$ cat src/rtl/spi_xp_pkg.sv
package spi_xp_pkg;
  typedef enum logic [2:0] {
    XP_IDLE,
    XP_LOAD,
    XP_SHIFT,
    XP_STROBE,
    XP_FIN
  } xp_state_t;
endpackage

$ cat src/rtl/spi_xp_tick.sv
// Divider producing one tick per SCK half period while the sequence runs.
module spi_xp_tick #(
  parameter int HALF_DIV = 2
) (
  input  logic clk,
  input  logic rst_n,
  input  logic run,
  output logic tick
);
  localparam int CW = (HALF_DIV > 1) ? $clog2(HALF_DIV) : 1;
  localparam logic [CW-1:0] LAST = CW'(HALF_DIV - 1);

  logic [CW-1:0] cnt;

  always_ff @(posedge clk or negedge rst_n) begin
    if (!rst_n)          cnt <= '0;
    else if (!run)       cnt <= '0;
    else if (cnt == LAST) cnt <= '0;
    else                 cnt <= cnt + 1'b1;
  end

  assign tick = run && (cnt == LAST);

  // The counter is cleared when idle, so a tick never occurs outside a run.
  assert_tick_in_run_R4: assert property (@(posedge clk) disable iff (!rst_n)
    !run |=> (cnt == '0));
endmodule

$ cat src/rtl/spi_xp_shreg.sv
// Full-duplex shifter: MSB drives MOSI, MISO bit held on rise, shifted in on fall.
module spi_xp_shreg #(
  parameter int DATA_W = 8
) (
  input  logic              clk,
  input  logic              rst_n,
  input  logic              load,
  input  logic [DATA_W-1:0] load_val,
  input  logic              rise,
  input  logic              fall,
  input  logic              miso,
  output logic              mosi,
  output logic [DATA_W-1:0] next_val
);
  logic [DATA_W-1:0] sr;
  logic              held;

  always_ff @(posedge clk or negedge rst_n) begin
    if (!rst_n) begin
      sr   <= '0;
      held <= 1'b0;
    end else begin
      if (load)      sr <= load_val;
      else if (fall) sr <= next_val;
      if (rise)      held <= miso;
    end
  end

  assign next_val = {sr[DATA_W-2:0], held};
  assign mosi     = sr[DATA_W-1];

  // MOSI may only move on a falling edge or a new load.
  assert_mosi_steady_R4: assert property (@(posedge clk) disable iff (!rst_n)
    (!fall && !load) |=> $stable(mosi));
endmodule

$ cat src/rtl/spi_io_expander.sv
module spi_io_expander #(
  parameter int DATA_W   = 8,
  parameter int HALF_DIV = 2,
  parameter int LD_SCK   = 1
) (
  input  logic              clk,
  input  logic              rst_n,
  input  logic              req_valid,
  output logic              req_ready,
  input  logic [DATA_W-1:0] req_data,
  output logic              done,
  output logic [DATA_W-1:0] rx_data,
  output logic              sck,
  output logic              mosi,
  input  logic              miso,
  output logic              ld
);
  import spi_xp_pkg::*;

  localparam int LD_TICKS = 2 * LD_SCK;
  localparam int MAXP     = (LD_TICKS > DATA_W) ? LD_TICKS : DATA_W;
  localparam int PW       = (MAXP > 1) ? $clog2(MAXP) : 1;
  localparam int RW       = $clog2(DATA_W + 1);
  localparam logic [PW-1:0] LD_LAST  = PW'(LD_TICKS - 1);
  localparam logic [PW-1:0] BIT_LAST = PW'(DATA_W - 1);

  xp_state_t         state;
  logic [PW-1:0]     ph;
  logic              sck_q, ld_q, done_q;
  logic [DATA_W-1:0] rx_q;
  logic              accept, run, tick, rise, fall;
  logic [DATA_W-1:0] next_val;

  assign req_ready = (state == XP_IDLE);
  assign accept    = req_valid && req_ready;
  assign run       = (state == XP_LOAD) || (state == XP_SHIFT) || (state == XP_STROBE);
  assign rise      = (state == XP_SHIFT) && tick && !sck_q;
  assign fall      = (state == XP_SHIFT) && tick && sck_q;

  spi_xp_tick #(.HALF_DIV(HALF_DIV)) u_tick (
    .clk(clk), .rst_n(rst_n), .run(run), .tick(tick)
  );

  spi_xp_shreg #(.DATA_W(DATA_W)) u_shreg (
    .clk(clk), .rst_n(rst_n), .load(accept), .load_val(req_data),
    .rise(rise), .fall(fall), .miso(miso), .mosi(mosi), .next_val(next_val)
  );

  always_ff @(posedge clk or negedge rst_n) begin
    if (!rst_n) begin
      state  <= XP_IDLE;
      ph     <= '0;
      sck_q  <= 1'b0;
      ld_q   <= 1'b0;
      done_q <= 1'b0;
      rx_q   <= '0;
    end else begin
      done_q <= 1'b0;
      case (state)
        XP_IDLE: if (accept) begin
          state <= XP_LOAD;
          ld_q  <= 1'b1;
          ph    <= '0;
        end
        XP_LOAD: if (tick) begin
          if (ph == LD_LAST) begin
            ph    <= '0;
            ld_q  <= 1'b0;
            state <= XP_SHIFT;
          end else ph <= ph + 1'b1;
        end
        XP_SHIFT: if (tick) begin
          if (!sck_q) sck_q <= 1'b1;
          else begin
            sck_q <= 1'b0;
            if (ph == BIT_LAST) begin
              ph    <= '0;
              ld_q  <= 1'b1;
              rx_q  <= next_val;
              state <= XP_STROBE;
            end else ph <= ph + 1'b1;
          end
        end
        XP_STROBE: if (tick) begin
          if (ph == LD_LAST) begin
            ph    <= '0;
            ld_q  <= 1'b0;
            state <= XP_FIN;
          end else ph <= ph + 1'b1;
        end
        XP_FIN: begin
          done_q <= 1'b1;
          state  <= XP_IDLE;
        end
        default: state <= XP_IDLE;
      endcase
    end
  end

  assign sck     = sck_q;
  assign ld      = ld_q;
  assign done    = done_q;
  assign rx_data = rx_q;

  // Checker state: SCK rises per sequence and LD high-time.
  logic [RW-1:0] rise_cnt;
  logic [15:0]   ld_len;
  always_ff @(posedge clk or negedge rst_n) begin
    if (!rst_n) begin
      rise_cnt <= '0;
      ld_len   <= '0;
    end else begin
      if (accept)    rise_cnt <= '0;
      else if (rise) rise_cnt <= rise_cnt + 1'b1;
      if (ld_q)      ld_len <= ld_len + 1'b1;
      else           ld_len <= '0;
    end
  end

  assert_ready_drops_R2: assert property (@(posedge clk) disable iff (!rst_n)
    accept |=> !req_ready);
  assert_sck_low_in_ld_R3: assert property (@(posedge clk) disable iff (!rst_n)
    ld |-> !sck);
  assert_ld_width_R3: assert property (@(posedge clk) disable iff (!rst_n)
    $fell(ld) |-> (ld_len == 16'(LD_TICKS * HALF_DIV)));
  assert_eight_rises_R4: assert property (@(posedge clk) disable iff (!rst_n)
    done |-> (rise_cnt == RW'(DATA_W)));
  assert_done_pulse_R8: assert property (@(posedge clk) disable iff (!rst_n)
    done |=> !done);
  assert_rx_hold_R8: assert property (@(posedge clk) disable iff (!rst_n)
    (req_ready && !req_valid) |=> $stable(rx_data));
endmodule

$ cat config.mk
export PLATFORM = sky130hd
export DESIGN_NAME = spi_io_expander
export DESIGN_NICKNAME = d
export VERILOG_FILES = /design/src/rtl/spi_xp_pkg.sv /design/src/rtl/spi_xp_tick.sv /design/src/rtl/spi_xp_shreg.sv /design/src/rtl/spi_io_expander.sv
export SDC_FILE = /design/constraint.sdc
export NUM_CORES = 1
export LEC_CHECK = 0
export ABC_AREA = 1
export BUFFER_PORTS_ARGS = -buffer_cell sky130_fd_sc_hd__buf_2
export CAP_MARGIN = 10
export CORE_UTILIZATION = 40
export CTS_CLUSTER_DIAMETER = 100
export DETAILED_ROUTE_END_ITERATION = 16
export PLACE_DENSITY = 0.63
export SLEW_MARGIN = 15
export SYNTH_ARGS = -nofsm -noshare
export SYNTH_HDL_FRONTEND = slang
export SYNTH_HIERARCHICAL = 1
export SYNTH_SLANG_ARGS = --single-unit
$ cat constraint.sdc
create_clock -name clk -period 1.6 [get_ports clk]
set_clock_uncertainty 0.15 [all_clocks]
set_input_delay 0.16 -clock clk [delete_from_list [all_inputs] [get_ports clk]]
set_output_delay 0.16 -clock clk [all_outputs]
set_load 0.03 [all_outputs]
==> results.py <==
metrics = {
    "timing": {
        "finalCritPeriodShare_pct": 99.43,
        "slew_violations": 0,
        "setup_violations": 0,
        "fin_ws_ns": 0.009059,
        "slew_headroom_pct": 60.09,
        "final-hold-violation-count": 0,
        "worstMarginPinSlew_ns": 0.5986,
        "fmax_ghz": 0.6286,
        "rsz0062_at_grt": "true",
        "fin_crit_ns": 1.591,
    },
    "routing": {
        "vias_per_cell": 4.652,
        "ant_nets": 0,
        "drc": 0,
        "vias": 1191,
        "routedWlPerCell_um": 11.38,
        "drtPass1Iterations": 4,
        "wirelength_um": 2912,
        "drt_iter0_markers": 72,
    },
    "synth": {
        "syn_inst": 164,
        "synth_top_cell_area_share_pct": 49.72,
        "synth-main-ff-cell": "dfrtp_1",
        "synthesis.nets": 179,
        "synthTopCellsByCount": "nand2_1 (54), nand3_1 (32), dfrtp_1 (27)",
        "seq_area_frac_synth_pct": 49.72,
        "yosys_warnings": 6,
        "synth_seq_cells": 27,
        "yosysUniqueCellTypes": 21,
        "async_reset_ff_share_pct": 100.0,
        "syn_area_um2": 1359,
        "yosysTopAreaCell": "dfrtp_1",
        "yosys-top-cells-area": "dfrtp_1 (50%), nand2_1 (15%), nand3_1 (12%), inv_1 (4.7%), nor2_8 (2.9%)",
        "yosysMostFrequentCell": "nand2_1",
        "avgSynthCellArea_um2": 8.285,
        "synth_edf_count": 0,
    },
    "layout": {
        "area_growth_pct": 30.57,
        "nNetsFinal": 228,
        "multi_input_area_um2": 603.1,
        "final_layout_size_suffix_gt1_share_pct": 28.77,
        "antenna_cells": 0,
        "num-fill-cells": 307,
        "register_area_um2": 676.9,
    },
    "power_and_ir_drop": {
        "ir_drop_mv": 0.7450,
        "swShare_pct": 44.94,
        "power.density_nw_per_um2": 1650,
        "switching_power_mw": 1.316,
        "share_comb_of_total_power_pct": 52.4,
        "p_leak_nw": 1.014,
        "total_power_mw": 2.928,
        "p_int_mw": 1.612,
        "p_clk_share_pct": 10.3,
        "seqPwrFrac_pct": 37.3,
    },
    "global_route": {
        "grt_first_pass_wirelength_um": 4678,
        "grt_pass1_vias": 1089,
        "gr-total-overflow": 0,
        "antenna_found_initial": 0,
        "grt_max_degree": 28,
        "grt_use_total_pct": 17.36,
    },
    "hold_path": {
        "hold_class": "in2reg",
        "min_from": "req_valid",
        "min_path_cells": 5,
    },
    "placed_design": {
        "place_congestion": 0.8644,
        "place_ws_ns": -0.01697,
        "dp_hpwl_um": 2053,
        "port_buffers": 24,
    },
    "critical_path": {
        "cp_num_buf_inv": 2,
        "crit_required_ns": 1.29,
        "crit_fanout": 5,
        "arrival_ns": 1.28,
        "cp_top_family": "flip-flops",
        "reg2reg_from": "state[0]",
        "crit_cells": 4,
        "critical_path_class": "reg2out",
        "cp_slowest_cell": "dfrtp_2",
        "cp_slowest_stage_delay_ns": 0.48,
        "worst_setup_path_end_kind": "primary output",
        "r2r_cells": 9,
        "critPathLaunch": "state[0]",
        "critPathLaunchType": "flop",
        "worstPathCellList": "nor2_4 > nand2_1 > inv_1 > buf_4",
    },
    "clock_tree": {
        "cts-buffers-inserted": 3,
        "clk_latency_ns": 0.33,
        "clk_path_buf_depth": 2,
        "cts_tree": "yes",
        "cts_sinks": 27,
        "cts_max_level": 1,
        "clkTransAtPathRegs_ns": 0.15,
        "clockRootBuffer": "clkbuf_4",
    },
    "floorplanning": {
        "start_util_pct": 43.44,
        "rows": 20,
        "fp.dieH_um": 60.29,
        "core_area_um2": 3128,
        "dieArea_um2": 3634,
        "io_pins": 25,
        "die_w_um": 60.29,
    },
    "outcome": {
        "status": "completed",
    },
    "run": {
        "drv_cap": 0,
    },
}
-- cell usage in the layout, fill, tap and decap left out, types with 6 or more instances in the layout --
cell           netlist  layout
nand3_1             32      30
inv_1               17      16
dfrtp_1             27      26
buf_4                2      14
buf_2                1      23
nand2_1             54      52
nor2_1               7       6
dlygate4sd3_1        0      10
-- power groups by stage --
stage                     combinational (mW)  clock [mW]  sequential, mW
after global routing                    1.73       0.340            1.12
after floorplan                        0.900           0            1.14
after detailed placement                1.33           0            1.10
after global placement                  1.30           0            1.09
after CTS                               1.41       0.314            1.08
final                                   1.53       0.302            1.09
-- worst register-to-register path: stages (launching register included) --
cell     delay, ns
dfrtp_2       0.48
nor2_4        0.16
nand2_2       0.10
inv_2         0.08
nand2_4       0.06
nor2_8        0.11
buf_12        0.16
nor2_8        0.05
nand2_1       0.07
nand3_2       0.07
-- cell type report --
cell class	instances	share of cell area, %
tap	44	3.103
multi-input combinational	114	33.99
timing repair buffer	48	19.18
clock buffer	3	1.269
clock inverter	1	0.2821
sequential	27	38.15
inverter	19	4.020
-- per-stage QoR --
step           utilization, %   TNS, ns  cell area [µm²]  std cells  hold slack (ns)
3_5_place_dp            50.52  -0.03431             1580        236          0.05927
6_report                56.72         0             1774        256           0.1705
4_1_cts                 55.44         0             1734        253           0.1464
5_1_grt                 56.72   -0.7930             1774        256           0.1979
3_3_place_gp            50.52         0             1580        236          0.05063
2_1_floorplan               -         0             1370        164          -0.2856
-- path summary, 6_finish.rpt --
kind / to / slack (ns)
min in group asynchronous: u_tick/cnt / 0.19
min reg2reg: u_tick/cnt / 0.30
max reg2reg: u_shreg/sr[4] / 0.009
max: req_ready / 0.009
max in group asynchronous: state[0] / 0.69
min: state[2] / 0.17
-- kinds of logic (layout without fill, tap and decap cells) --
kind of cell	count (synthesis)	in the layout	synth area share, %
AND/OR/NAND/NOR	103	103	36.65
flip-flops	27	27	49.72
buffers and inverters	23	71	7.550
adder cells (fa/ha/maj)	3	3	2.763
AO/OA/AOI/OAI	8	8	3.314
-- routing by layer --
metal  global-route usage, %  part of all wire (%)
met2                   27.16                    46
met3                   2.597                   3.6
met1                   23.98                    50
met5                       0                     0
met4                   6.645                  0.34
-- flip-flops by register name (all words and copies together), names as in the netlist --
| signal | cells |
|---|---|
| done | 1 |
| ld | 1 |
| ph | 3 |
| rx_data | 8 |
| sck | 1 |
| state | 3 |
| u_shreg/held | 1 |
| u_shreg/sr | 8 |
| u_tick/cnt | 1 |
-- timing repair --
| action | CTS | global route |
|---|---|---|
| setup buffers | 3 | 3 |
| hold endpoints to repair | 36 | 0 |
| endpoints found under the setup margin | 10 | 13 |
| pin swaps | 1 | 3 |
| resized for setup | 3 | 5 |
| hold buffers | 10 | 0 |
(Power assumes the default switching activity.)
